[src/rtl/sdc_pkg.sv]
package sdc_pkg;

    typedef enum logic [1:0] {
        RESP_R1        = 2'd0,
        RESP_R1_BUSY   = 2'd1,
        RESP_R1_WORD   = 2'd2
    } resp_kind_e;

    typedef enum logic [3:0] {
        ST_IDLE,
        ST_SELECT,
        ST_FRAME,
        ST_STUFF,
        ST_POLL,
        ST_READY,
        ST_TRAIL,
        ST_BUSY,
        ST_DESELECT
    } seq_state_e;

    typedef struct packed {
        logic [5:0]  index;
        logic [31:0] arg;
    } cmd_word_t;

    localparam logic [7:0] FILL_BYTE   = 8'hFF;
    localparam logic [5:0] IDX_RESET   = 6'd0;
    localparam logic [5:0] IDX_IFCOND  = 6'd8;
    localparam logic [5:0] IDX_STOP    = 6'd12;
    localparam logic [5:0] IDX_APPCMD  = 6'd55;

    // Fixed checksum byte: the two commands that need a valid one get it,
    // every other command gets all ones (end bit high).
    function automatic logic [7:0] tail_byte(input logic [5:0] idx);
        if (idx == IDX_RESET)       return 8'h95;
        else if (idx == IDX_IFCOND) return 8'h87;
        else                        return FILL_BYTE;
    endfunction

    // flags that abort the rest of the reply
    function automatic logic r1_fatal(input logic [7:0] r1);
        return r1[2] | r1[3];
    endfunction

endpackage

[src/rtl/sdc_framer.sv]
module sdc_framer
    import sdc_pkg::*;
(
    input  cmd_word_t  cmd,
    input  logic [2:0] pos,
    output logic [7:0] frame_byte
);
    always_comb begin
        case (pos)
            3'd0:    frame_byte = {2'b01, cmd.index};
            3'd1:    frame_byte = cmd.arg[31:24];
            3'd2:    frame_byte = cmd.arg[23:16];
            3'd3:    frame_byte = cmd.arg[15:8];
            3'd4:    frame_byte = cmd.arg[7:0];
            3'd5:    frame_byte = tail_byte(cmd.index);
            default: frame_byte = FILL_BYTE;
        endcase
    end
endmodule

[src/rtl/sdc_byte_port.sv]
module sdc_byte_port
    import sdc_pkg::*;
(
    input  logic       clk,
    input  logic       rst,
    input  logic       issue,
    input  logic [7:0] tx_in,
    input  logic       spi_done,
    output logic       spi_start,
    output logic [7:0] spi_tx,
    output logic       pending
);
    always_ff @(posedge clk) begin
        if (rst) begin
            spi_start <= 1'b0;
            spi_tx    <= FILL_BYTE;
            pending   <= 1'b0;
        end else begin
            spi_start <= 1'b0;
            if (issue && !pending) begin
                spi_start <= 1'b1;
                spi_tx    <= tx_in;
                pending   <= 1'b1;
            end else if (spi_done) begin
                pending   <= 1'b0;
            end
        end
    end


    single_start_chk: assert property (@(posedge clk) disable iff (rst)
        spi_start |=> !spi_start);


    in_flight_chk: assert property (@(posedge clk) disable iff (rst)
        (pending && !spi_done) |=> !spi_start);
endmodule

[src/rtl/sdc_cycle_timer.sv]
module sdc_cycle_timer #(
    parameter int unsigned LIMIT = 1000
) (
    input  logic clk,
    input  logic rst,
    input  logic clear,
    input  logic run,
    output logic expired
);
    localparam int W = $clog2(LIMIT + 1);

    logic [W-1:0] cnt;

    always_ff @(posedge clk) begin
        if (rst || clear)
            cnt <= '0;
        else if (run && cnt != W'(LIMIT))
            cnt <= cnt + 1'b1;
    end

    assign expired = (cnt == W'(LIMIT));


    timer_hold_chk: assert property (@(posedge clk) disable iff (rst)
        (expired && !clear) |=> expired);
endmodule

[src/rtl/sd_cmd_engine.sv]
module sd_cmd_engine
    import sdc_pkg::*;
#(
    parameter int unsigned POLL_LIMIT  = 16,
    parameter int unsigned ATTEMPTS    = 3,
    parameter int unsigned BUSY_LIMIT  = 100000,
    parameter int unsigned READY_LIMIT = 100000
) (
    input  logic        clk,
    input  logic        rst,
    input  logic        req_start,
    input  logic [5:0]  req_index,
    input  logic [31:0] req_arg,
    input  logic [1:0]  req_kind,
    input  logic        req_app,
    output logic        busy,
    output logic        done,
    output logic [7:0]  r1_status,
    output logic [31:0] trailer,
    output logic        no_response,
    output logic        busy_timeout,
    output logic        cs_n,
    output logic        spi_start,
    output logic [7:0]  spi_tx,
    input  logic        spi_done,
    input  logic [7:0]  spi_rx
);
    localparam int POLL_W = (POLL_LIMIT > 1) ? $clog2(POLL_LIMIT) : 1;
    localparam int ATT_W  = $clog2(ATTEMPTS + 1);

    seq_state_e          state;
    cmd_word_t           cmd_q;
    resp_kind_e          kind_q;
    logic                app_q;
    logic                app_phase;
    logic [2:0]          frame_pos;
    logic [POLL_W-1:0]   poll_cnt;
    logic [1:0]          trail_cnt;
    logic [ATT_W-1:0]    attempt;
    logic                cs_q;
    logic                done_q;
    logic [7:0]          r1_q;
    logic [31:0]         trailer_q;
    logic                noresp_q;
    logic                tmo_q;

    cmd_word_t           cur_cmd;
    logic [7:0]          frame_byte;
    logic [7:0]          tx_byte;
    logic                want_byte;
    logic                pending;
    logic                byte_done;
    logic                busy_expired;
    logic                ready_expired;

    assign cur_cmd = app_phase ? '{index: IDX_APPCMD, arg: 32'h0} : cmd_q;

    sdc_framer u_framer (
        .cmd        (cur_cmd),
        .pos        (frame_pos),
        .frame_byte (frame_byte)
    );

    assign want_byte = (state != ST_IDLE);
    assign tx_byte   = (state == ST_FRAME) ? frame_byte : FILL_BYTE;

    sdc_byte_port u_port (
        .clk       (clk),
        .rst       (rst),
        .issue     (want_byte),
        .tx_in     (tx_byte),
        .spi_done  (spi_done),
        .spi_start (spi_start),
        .spi_tx    (spi_tx),
        .pending   (pending)
    );

    assign byte_done = spi_done && pending;

    sdc_cycle_timer #(.LIMIT(BUSY_LIMIT)) u_busy_timer (
        .clk     (clk),
        .rst     (rst),
        .clear   (state != ST_BUSY),
        .run     (state == ST_BUSY),
        .expired (busy_expired)
    );

    sdc_cycle_timer #(.LIMIT(READY_LIMIT)) u_ready_timer (
        .clk     (clk),
        .rst     (rst),
        .clear   (state != ST_READY),
        .run     (state == ST_READY),
        .expired (ready_expired)
    );

    always_ff @(posedge clk) begin
        if (rst) begin
            state     <= ST_IDLE;
            cmd_q     <= '0;
            kind_q    <= RESP_R1;
            app_q     <= 1'b0;
            app_phase <= 1'b0;
            frame_pos <= '0;
            poll_cnt  <= '0;
            trail_cnt <= '0;
            attempt   <= '0;
            cs_q      <= 1'b1;
            done_q    <= 1'b0;
            r1_q      <= FILL_BYTE;
            trailer_q <= '0;
            noresp_q  <= 1'b0;
            tmo_q     <= 1'b0;
        end else begin
            done_q <= 1'b0;
            case (state)
                ST_IDLE: begin
                    if (req_start) begin
                        cmd_q     <= '{index: req_index, arg: req_arg};
                        kind_q    <= resp_kind_e'(req_kind);
                        app_q     <= req_app;
                        attempt   <= '0;
                        r1_q      <= FILL_BYTE;
                        trailer_q <= '0;
                        noresp_q  <= 1'b0;
                        tmo_q     <= 1'b0;
                        state     <= ST_SELECT;
                    end
                end
                ST_SELECT: begin
                    if (byte_done) begin
                        cs_q      <= 1'b0;
                        app_phase <= app_q;
                        frame_pos <= '0;
                        state     <= ST_FRAME;
                    end
                end
                ST_FRAME: begin
                    if (byte_done) begin
                        if (frame_pos == 3'd5) begin
                            poll_cnt <= '0;
                            if (!app_phase && cmd_q.index == IDX_STOP)
                                state <= ST_STUFF;
                            else
                                state <= ST_POLL;
                        end else begin
                            frame_pos <= frame_pos + 3'd1;
                        end
                    end
                end
                ST_STUFF: begin
                    if (byte_done)
                        state <= ST_POLL;
                end
                ST_POLL: begin
                    if (byte_done) begin
                        if (!spi_rx[7]) begin
                            if (app_phase) begin
                                state <= ST_READY;
                            end else begin
                                r1_q <= spi_rx;
                                if (r1_fatal(spi_rx)) begin
                                    cs_q  <= 1'b1;
                                    state <= ST_DESELECT;
                                end else if (kind_q == RESP_R1_BUSY) begin
                                    state <= ST_BUSY;
                                end else if (kind_q == RESP_R1_WORD) begin
                                    trail_cnt <= '0;
                                    state     <= ST_TRAIL;
                                end else begin
                                    cs_q  <= 1'b1;
                                    state <= ST_DESELECT;
                                end
                            end
                        end else if (poll_cnt == POLL_W'(POLL_LIMIT - 1)) begin
                            if (app_phase) begin
                                state <= ST_READY;
                            end else if (attempt == ATT_W'(ATTEMPTS - 1)) begin
                                r1_q     <= FILL_BYTE;
                                noresp_q <= 1'b1;
                                cs_q     <= 1'b1;
                                state    <= ST_DESELECT;
                            end else begin
                                attempt   <= attempt + 1'b1;
                                app_phase <= app_q;
                                frame_pos <= '0;
                                state     <= ST_FRAME;
                            end
                        end else begin
                            poll_cnt <= poll_cnt + 1'b1;
                        end
                    end
                end
                ST_READY: begin
                    if (byte_done && (spi_rx == FILL_BYTE || ready_expired)) begin
                        app_phase <= 1'b0;
                        frame_pos <= '0;
                        state     <= ST_FRAME;
                    end
                end
                ST_TRAIL: begin
                    if (byte_done) begin
                        trailer_q <= {trailer_q[23:0], spi_rx};
                        if (trail_cnt == 2'd3) begin
                            cs_q  <= 1'b1;
                            state <= ST_DESELECT;
                        end else begin
                            trail_cnt <= trail_cnt + 2'd1;
                        end
                    end
                end
                ST_BUSY: begin
                    if (byte_done) begin
                        if (spi_rx == FILL_BYTE) begin
                            cs_q  <= 1'b1;
                            state <= ST_DESELECT;
                        end else if (busy_expired) begin
                            tmo_q <= 1'b1;
                            cs_q  <= 1'b1;
                            state <= ST_DESELECT;
                        end
                    end
                end
                ST_DESELECT: begin
                    if (byte_done) begin
                        done_q <= 1'b1;
                        state  <= ST_IDLE;
                    end
                end
                default: state <= ST_IDLE;
            endcase
        end
    end

    assign busy         = (state != ST_IDLE);
    assign done         = done_q;
    assign r1_status    = r1_q;
    assign trailer      = trailer_q;
    assign no_response  = noresp_q;
    assign busy_timeout = tmo_q;
    assign cs_n         = cs_q;


    idle_cs_high_chk: assert property (@(posedge clk) disable iff (rst)
        (state == ST_IDLE) |-> cs_n);


    done_pulse_chk: assert property (@(posedge clk) disable iff (rst)
        done |=> !done);


    r1_msb_clear_chk: assert property (@(posedge clk) disable iff (rst)
        (done && !no_response) |-> !r1_status[7]);


    noresp_value_chk: assert property (@(posedge clk) disable iff (rst)
        (done && no_response) |-> (r1_status == 8'hFF));


    timeout_kind_chk: assert property (@(posedge clk) disable iff (rst)
        (done && busy_timeout) |-> (kind_q == RESP_R1_BUSY));


    fatal_skip_chk: assert property (@(posedge clk) disable iff (rst)
        (state == ST_POLL && byte_done && !app_phase && !spi_rx[7] && (spi_rx[2] || spi_rx[3]))
        |=> (state == ST_DESELECT));
endmodule

[config.mk]
export PLATFORM = sky130hd
export DESIGN_NAME = sd_cmd_engine
export DESIGN_NICKNAME = d
export VERILOG_FILES = /design/src/rtl/sdc_pkg.sv /design/src/rtl/sdc_framer.sv /design/src/rtl/sdc_byte_port.sv /design/src/rtl/sdc_cycle_timer.sv /design/src/rtl/sd_cmd_engine.sv
export SDC_FILE = /design/constraint.sdc
export NUM_CORES = 1
export LEC_CHECK = 0
export ABC_CLOCK_PERIOD_IN_PS = 3050
export BUFFER_PORTS_ARGS = -buffer_cell sky130_fd_sc_hd__buf_2
export CORE_MARGIN = 1.5
export CORE_UTILIZATION = 40
export DETAILED_ROUTE_END_ITERATION = 6
export SYNTH_ARGS = -nofsm -noshare
export SYNTH_HDL_FRONTEND = slang
export SYNTH_SLANG_ARGS = --single-unit
[constraint.sdc]
create_clock -name clk -period 3.05 [get_ports clk]
set_clock_uncertainty 0.05 [all_clocks]
set_input_delay 0.61 -clock clk [delete_from_list [all_inputs] [get_ports clk]]
set_output_delay 0.61 -clock clk [all_outputs]
set_load 0.01 [all_outputs]
==> metrics.cfg <==
[clocking]
postCtsSetupBuffers = 0
insertion_delay_ns = 0.43
cts_max_level = 4
clock-root-buffer = clkbuf_16
clk_pin_slew_ns = 0.07
postCtsHoldBufs = 0
cts_tree = done
cts.sinks = 145
ctsResizeCount = 0
numCtsBuffers = 17
cts_buffer_depth = 2

[worst_setup_path]
worstSetupPathType = reg2out
start_kind = flip-flop
endpoint_kind = output pin
cp.arrival_ns = 1.94
required_ns = 2.39
timing.critical_path.fanout_max = 12
regToRegSetupSlack_ns = 0.62

[place]
post-place-ws_ns = 0.675
dpl.cell_count = 1128
dp_hpwl_um = 12100
routabilityCongestion = 0.860
place_area_sq_um = 7490
port_buffers = 106

[global_route]
gr-max-usage-layer = met2
grt_usage = 0.205
grt_pass1_wl_um = 29500
grt_util_met2 = 0.328
antenna_found_initial = 0
grt_max_degree = 60
gr-usage-met3 = 0.0488
overflow = 0
grt_pass1_vias = 5772
grt_use_met1 = 0.270

[die]
core_area_sq_um = 16600
rows = 47
die_x_um = 134
io_pins = 107
die-height_um = 134
start_util = 0.411
dieArea_sq_um = 17900

[logic_synthesis]
ys_types = 70
ys_ff_latch = 145
synth_top_area_cell = dfxtp_1
yosysSeqAreaShare = 0.424
synth_area_leaders = dfxtp_1, nand2_1, a21oi_1
yosysWarningCount = 0
synth-main-ff-cell = dfxtp_1
async_reset_ff_frac = 0
syn-cell-area_sq_um = 6840
syn_area_per_cell_sq_um = 8.07
synth_cells = 848
synth_edf_count = 0
synth_top_area_frac = 0.424
synth_nets = 915

[final_layout]
antennaDiodeCount = 0
final_cells = 1160
nets = 994
layout-drive-gt1-share = 0.180
fin_area_sq_um = 8080
syn2layout_area_growth_pct = 18.1

[drt]
vias = 6218
vias_per_cell = 5.36
first_iter_violations = 396
wl_per_cell_um = 15.5
routed_wl_um = 18000
drc = 0
firstDrtPassIters = 4
final_antenna_net_count = 0

[sta]
hold-worst-slack_ns = 0.357
min_period_over_period = 0.854
slew_violations = 0
relSlewSlack = 0.486
timing_hold_violations_final = 0
tns_ns = 0
tightest_slew_ns = 0.770
finalWorstSetupSlack_ns = 0.446
grt_setup_unrepaired = no
period_needed_ns = 2.60
setup_viol = 0
fmax_ghz = 0.384

[run_status]
outcome = finished clean

[hold_path]
min_path_type = in2reg

[power]
powerDensity_nw_per_um2 = 681
p_leak_nw = 2.97
ir_drop_mv = 0.491

[run]
max_cap_viol_count = 0

routing by layer:
layer  up-vias  routed length (um)
met1      2916                8550
met3        22                 684
li1       3157                   -
met2       123                8480
met4         0                 271
met5         -                   0
cell usage in the layout (no fill, tap or decap), types with 4 or more instances in the layout:
cell,instances
a21oi_1,93
and2_1,6
dfxtp_1,145
xor2_1,7
nor3_1,17
nor2_1,60
clkbuf_16,17
inv_6,5
inv_8,6
nor4b_1,5
nand4_1,17
a31oi_1,6
a32oi_1,7
and3_1,11
inv_1,21
o211ai_1,4
nand2_1,152
xnor2_1,19
o31ai_1,4
nand2b_1,6
mux2i_1,15
nand3_1,49
nor4_1,8
buf_4,11
o21ai_0,26
buf_2,106
ha_1,14
a22oi_1,9
or3_1,17
and4_1,6
stage by stage:
step | total power (W) | utilization
floorplan | 0.00309 | -
global route | 0.00580 | 0.486
finish | 0.00551 | 0.486
global placement | 0.00344 | 0.450
CTS | 0.00556 | 0.486
detailed placement | 0.00344 | 0.450
cell families (layout without fill, tap and decap cells):
family	count (synthesis)	count (layout)	synth area share
fa+ha+maj	15	15	0.0271
buf+inv	79	171	0.0483
simple gates	383	383	0.278
flops	145	145	0.424
xor+xnor	26	26	0.0333
mux	16	16	0.0236
compound gates	184	184	0.165
synthesized netlist by cell type, drive strengths merged, types with 4 or more instances:
| master | n |
|---|---|
| nand2 | 152 |
| dfxtp | 145 |
| a21oi | 95 |
| nor2 | 60 |
| nand3 | 49 |
| clkbuf | 40 |
| o21ai | 28 |
| inv | 22 |
| xnor2 | 19 |
| nor3 | 18 |
| buf | 17 |
| nand4 | 17 |
| or3 | 17 |
| mux2i | 15 |
| ha | 14 |
| and3 | 11 |
| a22oi | 9 |
| nor4 | 9 |
| a32oi | 7 |
| nand2b | 7 |
| nor4b | 7 |
| xor2 | 7 |
| a31oi | 6 |
| and2 | 6 |
| and4 | 6 |
| o211ai | 4 |
| o31ai | 4 |
| or2 | 4 |
power by group:
part           total (W)  internal, W  switching, W  leakage (nW)
sequential       0.00222      0.00206      0.000157          1.18
combinational    0.00118     0.000411      0.000774          1.50
clock            0.00210      0.00117      0.000933         0.291
total            0.00551      0.00364       0.00186          2.97
cell type report:
class | count | area (sq um)
Fill cell | 1661 | 8560
Multi-Input combinational cell | 624 | 3620
Sequential cell | 145 | 2900
Timing Repair Buffer | 117 | 613
Clock buffer | 17 | 425
Tap cell | 220 | 275
Clock inverter | 15 | 163
Inverter | 22 | 82.6
sequential cells by signal, summed over array words and instances, names as in the netlist, 3 cells and up:
name	count
cmd_q	38
trailer	32
u_busy_timer.cnt	17
u_ready_timer.cnt	17
r1_status	8
u_port.spi_tx	8
poll_cnt	4
state	4
frame_pos	3
worst paths after layout:
path	cells after the start	from	end
max	4	state[0]	busy
min	3	req_arg[22]	cmd_q[22]
max reg2reg	5	state[3]	app_phase
min reg2reg	2	trailer[24]	trailer[24]
critical path, cell delays in order, from the launching register on:
cell,delay (ns)
dfxtp_1,0.46
buf_4,0.26
nor4_2,0.45
inv_1,0.17
buf_2,0.18
Power figures use the tool's default switching activity.
